$ cat src/rtl/bsexp_pkg.sv
package bsexp_pkg;

   localparam int FPREC = 48;

   // ln(1+2^-idx) rounded to frac_bits fractional bits, via 2*atanh(1/(2^(idx+1)+1))
   function automatic longint unsigned ln1p_pow2(input int idx, input int frac_bits);
      longint unsigned d;
      longint unsigned d2;
      longint unsigned p;
      longint unsigned s;
      longint unsigned dv;
      d  = (64'd1 << (idx + 1)) + 64'd1;
      d2 = d * d;
      p  = (64'd1 << FPREC) / d;
      s  = 64'd0;
      for (int k = 0; k < 24; k++) begin
         dv = 64'(2 * k + 1);
         s  = s + p / dv;
         p  = p / d2;
      end
      return ((s << 1) + (64'd1 << (FPREC - frac_bits - 1))) >> (FPREC - frac_bits);
   endfunction

endpackage

$ cat src/rtl/bsexp_kring.sv
module bsexp_kring #(
   parameter int W      = 16,
   parameter int NSTAGE = 16
) (
   input  logic              clk,
   input  logic              rst,
   output logic [NSTAGE-1:0] kbits
);

   for (genvar g = 0; g < NSTAGE; g++) begin : g_ring
      localparam logic [W-1:0] KVAL = W'(bsexp_pkg::ln1p_pow2(g, W));
      logic [W-1:0] ring;
      always_ff @(posedge clk) begin
         if (rst) ring <= KVAL;
         else     ring <= {ring[0], ring[W-1:1]};
      end
      assign kbits[g] = ring[0];
   end

endmodule

$ cat src/rtl/bsexp_stage.sv
module bsexp_stage #(
   parameter int W   = 16,
   parameter int PW  = 4,
   parameter int IDX = 0
) (
   input  logic          clk,
   input  logic          rst,
   input  logic [PW-1:0] phase,
   input  logic          last,
   input  logic          kbit,
   input  logic [W-1:0]  in_x,
   input  logic [W-1:0]  in_y,
   input  logic          in_v,
   output logic [W-1:0]  out_x,
   output logic [W-1:0]  out_y,
   output logic          out_v,
   output logic          dec_keep,
   output logic          dec_cout
);

   logic [W-2:0] xacc, yacc;
   logic         cx_q, by_q, nz_q;
   logic         first;
   logic         xa, xb, ya;
   logic         cx_in, by_in, nz_in;
   logic         xs, xc, ys, yb, ypos;

   assign first = (phase == '0);
   assign xa    = in_x[phase];
   assign ya    = in_y[phase];

   // addend x>>IDX seen LSB first: bit phase+IDX of the held word
   if (IDX == 0) begin : g_self
      assign xb = xa;
   end else begin : g_shift
      always_comb begin
         xb = 1'b0;
         for (int b = IDX; b < W; b++)
            if (phase == PW'(b - IDX)) xb = in_x[b];
      end
   end

   always_comb begin
      cx_in = first ? 1'b0 : cx_q;
      by_in = first ? 1'b0 : by_q;
      nz_in = first ? 1'b0 : nz_q;
      xs    = xa ^ xb ^ cx_in;
      xc    = (xa & xb) | (cx_in & (xa ^ xb));
      ys    = ya ^ kbit ^ by_in;
      yb    = (~ya & kbit) | (~(ya ^ kbit) & by_in);
      ypos  = ~yb & (nz_in | ys);
   end

   assign dec_keep = last & ypos;
   assign dec_cout = last & xc;

   always_ff @(posedge clk) begin
      if (rst) begin
         xacc  <= '0;
         yacc  <= '0;
         cx_q  <= 1'b0;
         by_q  <= 1'b0;
         nz_q  <= 1'b0;
         out_x <= '0;
         out_y <= '0;
         out_v <= 1'b0;
      end else begin
         xacc <= {xs, xacc[W-2:1]};
         yacc <= {ys, yacc[W-2:1]};
         cx_q <= xc;
         by_q <= yb;
         nz_q <= nz_in | ys;
         if (last) begin
            out_v <= in_v;
            if (ypos) begin
               out_x <= {xs, xacc};
               out_y <= {ys, yacc};
            end else begin
               out_x <= in_x;
               out_y <= in_y;
            end
         end
      end
   end

endmodule

$ cat src/rtl/bsexp_pipe.sv
module bsexp_pipe #(
   parameter int W      = 16,
   parameter int XI     = 2,
   parameter int NSTAGE = W
) (
   input  logic              clk,
   input  logic              rst,
   input  logic              op_valid,
   input  logic              op_bit,
   output logic              slot_first,
   output logic              res_valid,
   output logic              res_bit,
   output logic [NSTAGE-1:0] kbits
);

   localparam int XF = W - XI;
   localparam int PW = $clog2(W);
   localparam logic [W-1:0] XONE = {{(W-1){1'b0}}, 1'b1} << XF;

   if (W < 3 || W > 24) begin : g_bad_w
      $error("bsexp_pipe: W must lie in 3..24");
   end
   if (XI < 2 || XI > W - 2) begin : g_bad_xi
      $error("bsexp_pipe: XI must lie in 2..W-2");
   end
   if (NSTAGE < 1 || NSTAGE > W) begin : g_bad_n
      $error("bsexp_pipe: NSTAGE must lie in 1..W");
   end

   logic [PW-1:0] phase;
   logic          last_bit;
   assign last_bit = (phase == PW'(W - 1));

   always_ff @(posedge clk) begin
      if (rst)           phase <= '0;
      else if (last_bit) phase <= '0;
      else               phase <= phase + PW'(1);
   end

   // serial argument capture
   logic [W-2:0] in_sr;
   logic         v_cap;
   logic [W-1:0] ent_y;
   logic         ent_v;

   always_ff @(posedge clk) begin
      if (rst) begin
         in_sr <= '0;
         v_cap <= 1'b0;
         ent_y <= '0;
         ent_v <= 1'b0;
      end else begin
         in_sr <= {op_bit, in_sr[W-2:1]};
         if (phase == '0) v_cap <= op_valid;
         if (last_bit) begin
            ent_y <= {op_bit, in_sr};
            ent_v <= v_cap;
         end
      end
   end

   logic [NSTAGE:0][W-1:0] sx;
   logic [NSTAGE:0][W-1:0] sy;
   logic [NSTAGE:0]        sv;
   logic [NSTAGE-1:0]      keep_vec;
   logic [NSTAGE-1:0]      cout_vec;

   assign sx[0] = XONE;
   assign sy[0] = ent_y;
   assign sv[0] = ent_v;

   bsexp_kring #(.W(W), .NSTAGE(NSTAGE)) u_kring (
      .clk   (clk),
      .rst   (rst),
      .kbits (kbits)
   );

   for (genvar g = 0; g < NSTAGE; g++) begin : g_stage
      bsexp_stage #(.W(W), .PW(PW), .IDX(g)) u_st (
         .clk      (clk),
         .rst      (rst),
         .phase    (phase),
         .last     (last_bit),
         .kbit     (kbits[g]),
         .in_x     (sx[g]),
         .in_y     (sy[g]),
         .in_v     (sv[g]),
         .out_x    (sx[g+1]),
         .out_y    (sy[g+1]),
         .out_v    (sv[g+1]),
         .dec_keep (keep_vec[g]),
         .dec_cout (cout_vec[g])
      );
   end

   assign slot_first = (phase == '0);
   assign res_valid  = sv[NSTAGE];
   assign res_bit    = sv[NSTAGE] & sx[NSTAGE][phase];

endmodule

$ cat config.mk
export PLATFORM = sky130hd
export DESIGN_NAME = bsexp_pipe
export DESIGN_NICKNAME = d
export VERILOG_FILES = /design/src/rtl/bsexp_pkg.sv /design/src/rtl/bsexp_kring.sv /design/src/rtl/bsexp_stage.sv /design/src/rtl/bsexp_pipe.sv
export SDC_FILE = /design/constraint.sdc
export NUM_CORES = 2
export LEC_CHECK = 0
export BUFFER_PORTS_ARGS = -buffer_cell sky130_fd_sc_hd__buf_2
export CAP_MARGIN = 20
export CORE_MARGIN = 1
export CORE_UTILIZATION = 45
export CTS_BUF_LIST = sky130_fd_sc_hd__clkbuf_4 sky130_fd_sc_hd__clkbuf_8
export CTS_CLUSTER_SIZE = 10
export DETAILED_ROUTE_END_ITERATION = 7
export GPL_ROUTABILITY_DRIVEN = 0
export HOLD_SLACK_MARGIN = 0.03
export PLACE_DENSITY_LB_ADDON = 0.2
export SKIP_CTS_REPAIR_TIMING = 1
export SLEW_MARGIN = 20
export SYNTH_ARGS = -nofsm -noshare
export SYNTH_HDL_FRONTEND = slang
export SYNTH_HIERARCHICAL = 1
export SYNTH_SLANG_ARGS = --single-unit
$ cat constraint.sdc
create_clock -name clk -period 5.7 [get_ports clk]
set_input_delay 0.285 -clock clk [delete_from_list [all_inputs] [get_ports clk]]
set_output_delay 0.285 -clock clk [all_outputs]
set_load 0.05 [all_outputs]
* Word-level counts from Yosys, hierarchy flattened
Memories as Yosys holds them, arrays and structs flattened. A register that Yosys moved wholly into a read port is not among the register bits.
Index checks and enable logic that the tools add are counted.
** Word-level totals
- Output and inout bits :: 19
- RAM bits :: 0
- Memory bits (read-only) :: 16
- Memories kept :: 1
- Flip-flop bits (word level) :: 1317
- Word-level logic and storage cells :: 665
- Bits in latches :: 0
** Operators by class
- $lt $le $gt $ge :: 1
- Div/mod/pow operators :: 0
- Shifts and indexed selects :: 0
- Reduce and logical (&&, ||, !) cells :: 2
- Add/sub/neg operators :: 1
- Bitwise gates (word level) :: 236
- Muxes and demuxes :: 263
- Multipliers :: 0
- Equal/unequal tests :: 15
** Memories
- (name not given) :: words 16, width 1, read ports 1, clocked after Yosys merged registers in 1, wr ports 0, line bsexp_stage.sv:29 : assign xa = in_x[phase];
** Operators with widths (count)
- 2-to-1 mux 16 bit :: 31
- 2-to-1 mux 1 bit :: 200
- binary-select mux 1 bit (select 4 bit) :: 32
- AND 1 bit :: 79
- bitwise XOR 1 bit :: 62
- inverter 1 bit :: 48
- bitwise OR 1 bit :: 47
- == test 4 bit (second input constant) :: 8
- == test 4 x 3 -> 1 bit (second input constant) :: 4
- == test 4 x 2 -> 1 bit (second input constant) :: 2
- < comparator 4 x 5 -> 1 bit (second input constant) :: 1
- adder 4 x 1 -> 4 bit (second input constant) :: 1
- == test 4 x 1 -> 1 bit (second input constant) :: 1
- zero test 4 bit :: 1
- OR reduction 2 bit :: 1

* Longest topological paths before layout
- Word-level depth :: 19
- Depth in mapped cells :: 11

* By module
Netlist, hierarchy kept.
** By module, submodules not included
- bsexp_kring :: area each 6981.7 um^2, sequential area each 5124.9 um^2, cells each 556, times used 1
- bsexp_stage (g_stage[2].u_st) :: area each 3226.8 um^2, sequential area each 1321.3 um^2, cells each 341, times used 1
- bsexp_stage (g_stage[3].u_st) :: area each 3214.3 um^2, sequential area each 1321.3 um^2, cells each 334, times used 1
- bsexp_stage (g_stage[11].u_st) :: area each 3169.3 um^2, sequential area each 1321.3 um^2, cells each 301, times used 1
- bsexp_stage (g_stage[4].u_st) :: area each 3123.0 um^2, sequential area each 1321.3 um^2, cells each 326, times used 1
- bsexp_stage (g_stage[5].u_st) :: area each 3108.0 um^2, sequential area each 1321.3 um^2, cells each 311, times used 1
- bsexp_stage (g_stage[7].u_st) :: area each 3104.2 um^2, sequential area each 1321.3 um^2, cells each 310, times used 1
- bsexp_stage (g_stage[6].u_st) :: area each 3074.2 um^2, sequential area each 1321.3 um^2, cells each 305, times used 1
- bsexp_stage (g_stage[8].u_st) :: area each 3055.4 um^2, sequential area each 1321.3 um^2, cells each 303, times used 1
- bsexp_stage (g_stage[9].u_st) :: area each 3039.2 um^2, sequential area each 1321.3 um^2, cells each 303, times used 1
- bsexp_stage (g_stage[10].u_st) :: area each 3027.9 um^2, sequential area each 1321.3 um^2, cells each 303, times used 1
- bsexp_stage (g_stage[14].u_st) :: area each 3007.9 um^2, sequential area each 1321.3 um^2, cells each 300, times used 1
- bsexp_stage (g_stage[12].u_st) :: area each 2996.6 um^2, sequential area each 1321.3 um^2, cells each 297, times used 1
- bsexp_stage (g_stage[1].u_st) :: area each 2967.8 um^2, sequential area each 1321.3 um^2, cells each 293, times used 1
- +4 rows

* Worst setup path before layout
Ideal clock, no wire load.
- Path type :: register -> register
- Start :: register phase[1]
- End :: register g_stage[1].u_st.out_x[0]
- Library setup time :: 0.089 ns
- Setup slack :: 1.588 ns
- Clock period less this slack :: 4.112 ns
- Required time :: 5.611 ns
- Stages on the path, launching flop included :: 11
- Data arrival time :: 4.024 ns
- Path through :: dfxtp_1 buf_2 buf_2 mux4_2 mux4_2 inv_1 fa_1 a21oi_2 clkbuf_1 nand2_1 a311oi_2
** Between the ends
- Word-level cells in the longest chain between the ends :: 9
- Elaborated cells between the ends (all ways) :: 17
** Ends and longest elaborated chain
- start, declared :: line bsexp_pipe.sv:30 : logic [PW-1:0] phase;
- start signal, assigned :: line bsexp_pipe.sv:37 : else phase <= phase + PW'(1);
- binary-select mux 1 bit (select 4 bit) :: line bsexp_stage.sv:30 : assign ya = in_y[phase];
- 2-to-1 mux 1 bit (implied by the code) :: line bsexp_stage.sv:30
- bitwise XOR 1 bit :: line bsexp_stage.sv:49, bsexp_stage.sv:50
- inverter 1 bit :: line bsexp_stage.sv:50 : yb = (~ya & kbit) | (~(ya ^ kbit) & by_in);
- AND 1 bit :: line bsexp_stage.sv:50
- bitwise OR 1 bit :: line bsexp_stage.sv:50
- inverter 1 bit :: line bsexp_stage.sv:51 : ypos = ~yb & (nz_in | ys);
- AND 1 bit :: line bsexp_stage.sv:51
- 2-to-1 mux 16 bit :: line bsexp_stage.sv:75 : if (ypos) begin
- end signal, assigned :: line bsexp_stage.sv:76 : out_x <= {xs, xacc};
- end signal, assigned :: line bsexp_stage.sv:79 : out_x <= in_x;
- end, declared :: line bsexp_stage.sv:14 : output logic [W-1:0] out_x,
Several ways; a longest one is shown, not always the timed one. The select of a mux whose other input is x is not followed.
A chain may end at the register's enable or synchronous reset.

* Final worst setup path
- Start :: register phase[0]
- End :: register g_stage[4].u_st.out_x[15]
** Between the ends
- Word-level cells in the longest chain between the ends :: 16
- Elaborated cells between the ends (all ways) :: 45
** Ends and longest elaborated chain
- zero test 4 bit :: line bsexp_stage.sv:28, bsexp_stage.sv:39
- 2-to-1 mux 1 bit (12 in series) :: line bsexp_stage.sv:39 : if (phase == PW'(b - IDX)) xb = in_x[b];
- bitwise XOR 1 bit (2 in series) :: line bsexp_stage.sv:47 : xs = xa ^ xb ^ cx_in;
- 2-to-1 mux 16 bit :: line bsexp_stage.sv:75
- end signal, assigned :: line bsexp_stage.sv:76
- end signal, assigned :: line bsexp_stage.sv:79
- end, declared :: line bsexp_stage.sv:14
Several ways; a longest one is shown, not always the timed one. The select of a mux whose other input is x is not followed.

==> results.md <==
Cells and area:
- The final cell count without fillers is approximately 7k.
- Compared with the post-synthesis result, the final layout area differs by 8.578%.
- The number of nets at the end of the flow is 5,199.
- Of the cells placed in the final design, the portion with a size suffix greater than 1 is 0.1513.

Run:
- Across the run, the number of max-cap violations was 0.

Pwr:
- Of the total power, the clock network draws 0.460.
- The total internal power is ~15 mW.
- The areal power density over the cells is 321.1 mW/mm^2.
- The switching power of the nets is around 4.7 mW.
- Across the VDD grid, the largest voltage drop is around 0.00025 V.
- Of the total power, combinational logic draws 0.057.
- Of the total power, the share spent switching nets is 0.2433.
- The overall power of the completed layout is 19.41 mW.
- The leakage power is around 19 nW.
- The share of total power dissipated in sequential elements is 0.483.

Clock tree:
- The maximum level of the CTS H-tree is 4.
- At the later pin of the worst-skew pair, clock insertion delay measures approximately 900 ps.
- The clock transition at the registers of the reported paths is roughly 60 ps.
- No sink is reached through more buffers than the 3 on the longest clock path.
- The cell at the root of the clock tree is clkbuf_8.
- TritonCTS built the clock tree.
- Clock tree synthesis inserted a total of 216 buffers.
- The number of clock sinks seen by CTS is 1,318.

Setup path:
- For the worst setup path, the data required time is between 6000 and 7000 ps.
- The number of cell instances on the worst register-to-register path is 8.
- The register-to-register setup slack is roughly 1500 ps.
- STA classifies the critical path startpoint as a flop.
- The critical register-to-register path startpoint is phase[0].
- The critical path data arrival time is 5010 ps.
- The worst register-to-register path ends at g_stage[4].u_st/out_x[15].
- The endpoint type of the worst setup path is a flop.
- The critical path is of the reg -> reg type.
- Along the worst path, the maximum fanout reaches 39.

Min path:
- The hold-critical path depth is 4.
- For hold timing, the worst endpoint is v_cap.
- The path type of the worst min-delay path is in -> reg.
- The worst hold path begins at op_valid.

Placement:
- The number of input and output port buffers inserted is 22.
- The detailed placement HPWL is slightly below 80,000 um.
- Including well taps, the total number of placed cells is roughly 6.6k.

GRT:
- The number of global-route vias before repair is 37.88k.
- The maximum number of pins on one net before global-route repair is 211.
- The first-pass GRT wire length is 211,500 um.
- The total grt overflow is 0.
- The initial antenna violation count is 2.
- The overall track demand over capacity in global routing is 0.2021.

Detailed routing:
- The total iterations of the first detailed-routing run is 5.
- Detailed routing inserted a total of between 40k and 50k vias.
- The post-detailed-route DRC marker count is 0.
- The final layout contains routed wiring with a total length of roughly 130,000 um.
- After detailed routing, the number of vias per cell comes to between 5 and 6.
- The violation count after the first detailed-route iteration is approximately 3.6k.
- The detail route stage leaves a number of antenna-violating nets equal to 0.
- In the final routed layout, each cell accounts on average for approximately 18 um.

Floorplan:
- The core region area is 0.1222 mm^2.
- In this run the count of I/O pins placed on the die edge is 23.
- The number of placement rows is around 130.
- The die height is ~350 um.
- The die width is 353.8 um.
- The die covers ~0.13 mm^2.
- The initial utilization of the core area, before any placement, comes to 0.4556.

Timing:
- Adding up every negative setup slack in the final design gives 0 ps.
- The max-slew violation count is 0.
- For the finished layout, the period the worst path requires is about 4200 ps.
- The final hold violation count was 0.
- The measured slew at the worst slew-check pin is between 1000 and 1500 ps.
- The number of setup violations in the final report is 0.
- Setup repair after global routing left no endpoint under its margin.
- The achievable frequency is 237.4 MHz.
- The final critical-path share of the clock period is 0.7389.
- In this run the tightest slew margin relative to its limit is 0.2562.
- Between clock sinks in the finished design, the worst skew comes to 33.75 ps.

Run status:
- The flow ran to the end, and the final reports show no timing, DRC or antenna violations.

Yosys:
- Dividing the synthesized area by the synthesized cell count gives slightly above 10 um^2.
- The cell area after synthesis is ~0.056 mm^2.
- Synthesis produced about 5.4k cells.
- The yosys synthesis warning count is 6.
==> worst max-delay path: stages, from the launching register on <==
cell and delay [ps]:
dfxtp_4 800, buf_12 370, mux4_1 610, mux4_2 460, inv_1 90, fa_2 470, inv_1 660, o21ai_0 290
a311oi_1 310
==> worst max-delay path by stage <==
stage | from | to | slack, ps | depth (start not counted)
2_1_floorplan | phase[1] | g_stage[1].u_st/out_x[0] | 1590 | 10
3_3_place_gp | phase[1] | g_stage[6].u_st/out_x[14] | 1480 | 8
3_5_place_dp | phase[1] | g_stage[6].u_st/out_y[7] | 1270 | 8
4_1_cts | phase[1] | g_stage[6].u_st/out_y[7] | 1270 | 8
5_1_grt | phase[0] | g_stage[4].u_st/out_x[15] | 1240 | 8
6_report | phase[0] | g_stage[4].u_st/out_x[15] | 1490 | 8
==> registers in the layout, indices dropped and copies added, names as in the netlist <==
name and count:
ent_y 16, v_cap 1, u_kring/g_ring.ring 256, g_stage.u_st/xacc 240, g_stage.u_st/out_v 16, ent_v 1, g_stage.u_st/by_q 16, g_stage.u_st/out_x 256
g_stage.u_st/out_y 240, in_sr 15, g_stage.u_st/yacc 225, g_stage.u_st/cx_q 16, phase 4, g_stage.u_st/nz_q 16
==> cell type report <==
| class | instances | area (um^2) |
|---|---|---|
| Antenna cell | 4 | 10.01 |
| Clock buffer | 345 | 4335 |
| Clock inverter | 51 | 478.0 |
| Fill cell | 11260 | 61740 |
| Inverter | 35 | 131.4 |
| Multi-Input combinational cell | 3474 | 25890 |
| Sequential cell | 1318 | 26400 |
| Tap cell | 1625 | 2033 |
| Timing Repair Buffer | 117 | 1176 |
==> power by group through the flow <==
stage          combinational [mW]  clock [mW]  sequential, mW
2_1_floorplan               0.982           0            9.54
3_3_place_gp                 1.08           0            9.58
3_5_place_dp                 1.09           0            9.58
4_1_cts                      1.10        9.21            9.38
5_1_grt                      1.20        9.67            9.38
6_report                     1.10        8.93            9.38
==> metal layers <==
| metal | GRT usage | part of all wire | vias to the layer above |
|---|---|---|---|
| li1 | - | - | 19450 |
| met1 | 0.2907 | 0.48 | 19570 |
| met2 | 0.3036 | 0.45 | 880 |
| met3 | 0.03737 | 0.047 | 179 |
| met4 | 0.06701 | 0.019 | 0 |
| met5 | 0 | 0 | - |
==> stage by stage <==
stage	setup WS (ps)	area [um^2]	util	hold slack, ps
global route	1241	60450	0.4947	137.3
finish	1488	60450	0.4947	194.4
detailed placement	1273	55510	0.4543	393.1
CTS	1265	60320	0.4936	-492.2
floorplan	1588	55790	-	368.6
global placement	1482	55510	0.4542	388.5
==> cell usage in the layout, fill, tap and decap left out, types with 61 or more instances in the layout <==
cell,n
dfxtp_1,1314
mux4_2,111
nand2_1,155
clkbuf_8,279
buf_4,66
a311oi_2,61
clkbuf_4,66
nor2_1,592
o211ai_1,589
o21ai_0,100
o221ai_1,124
or2_2,74
nor2b_1,801
a311oi_1,429
Note: power is estimated with default switching activity, not from simulation.
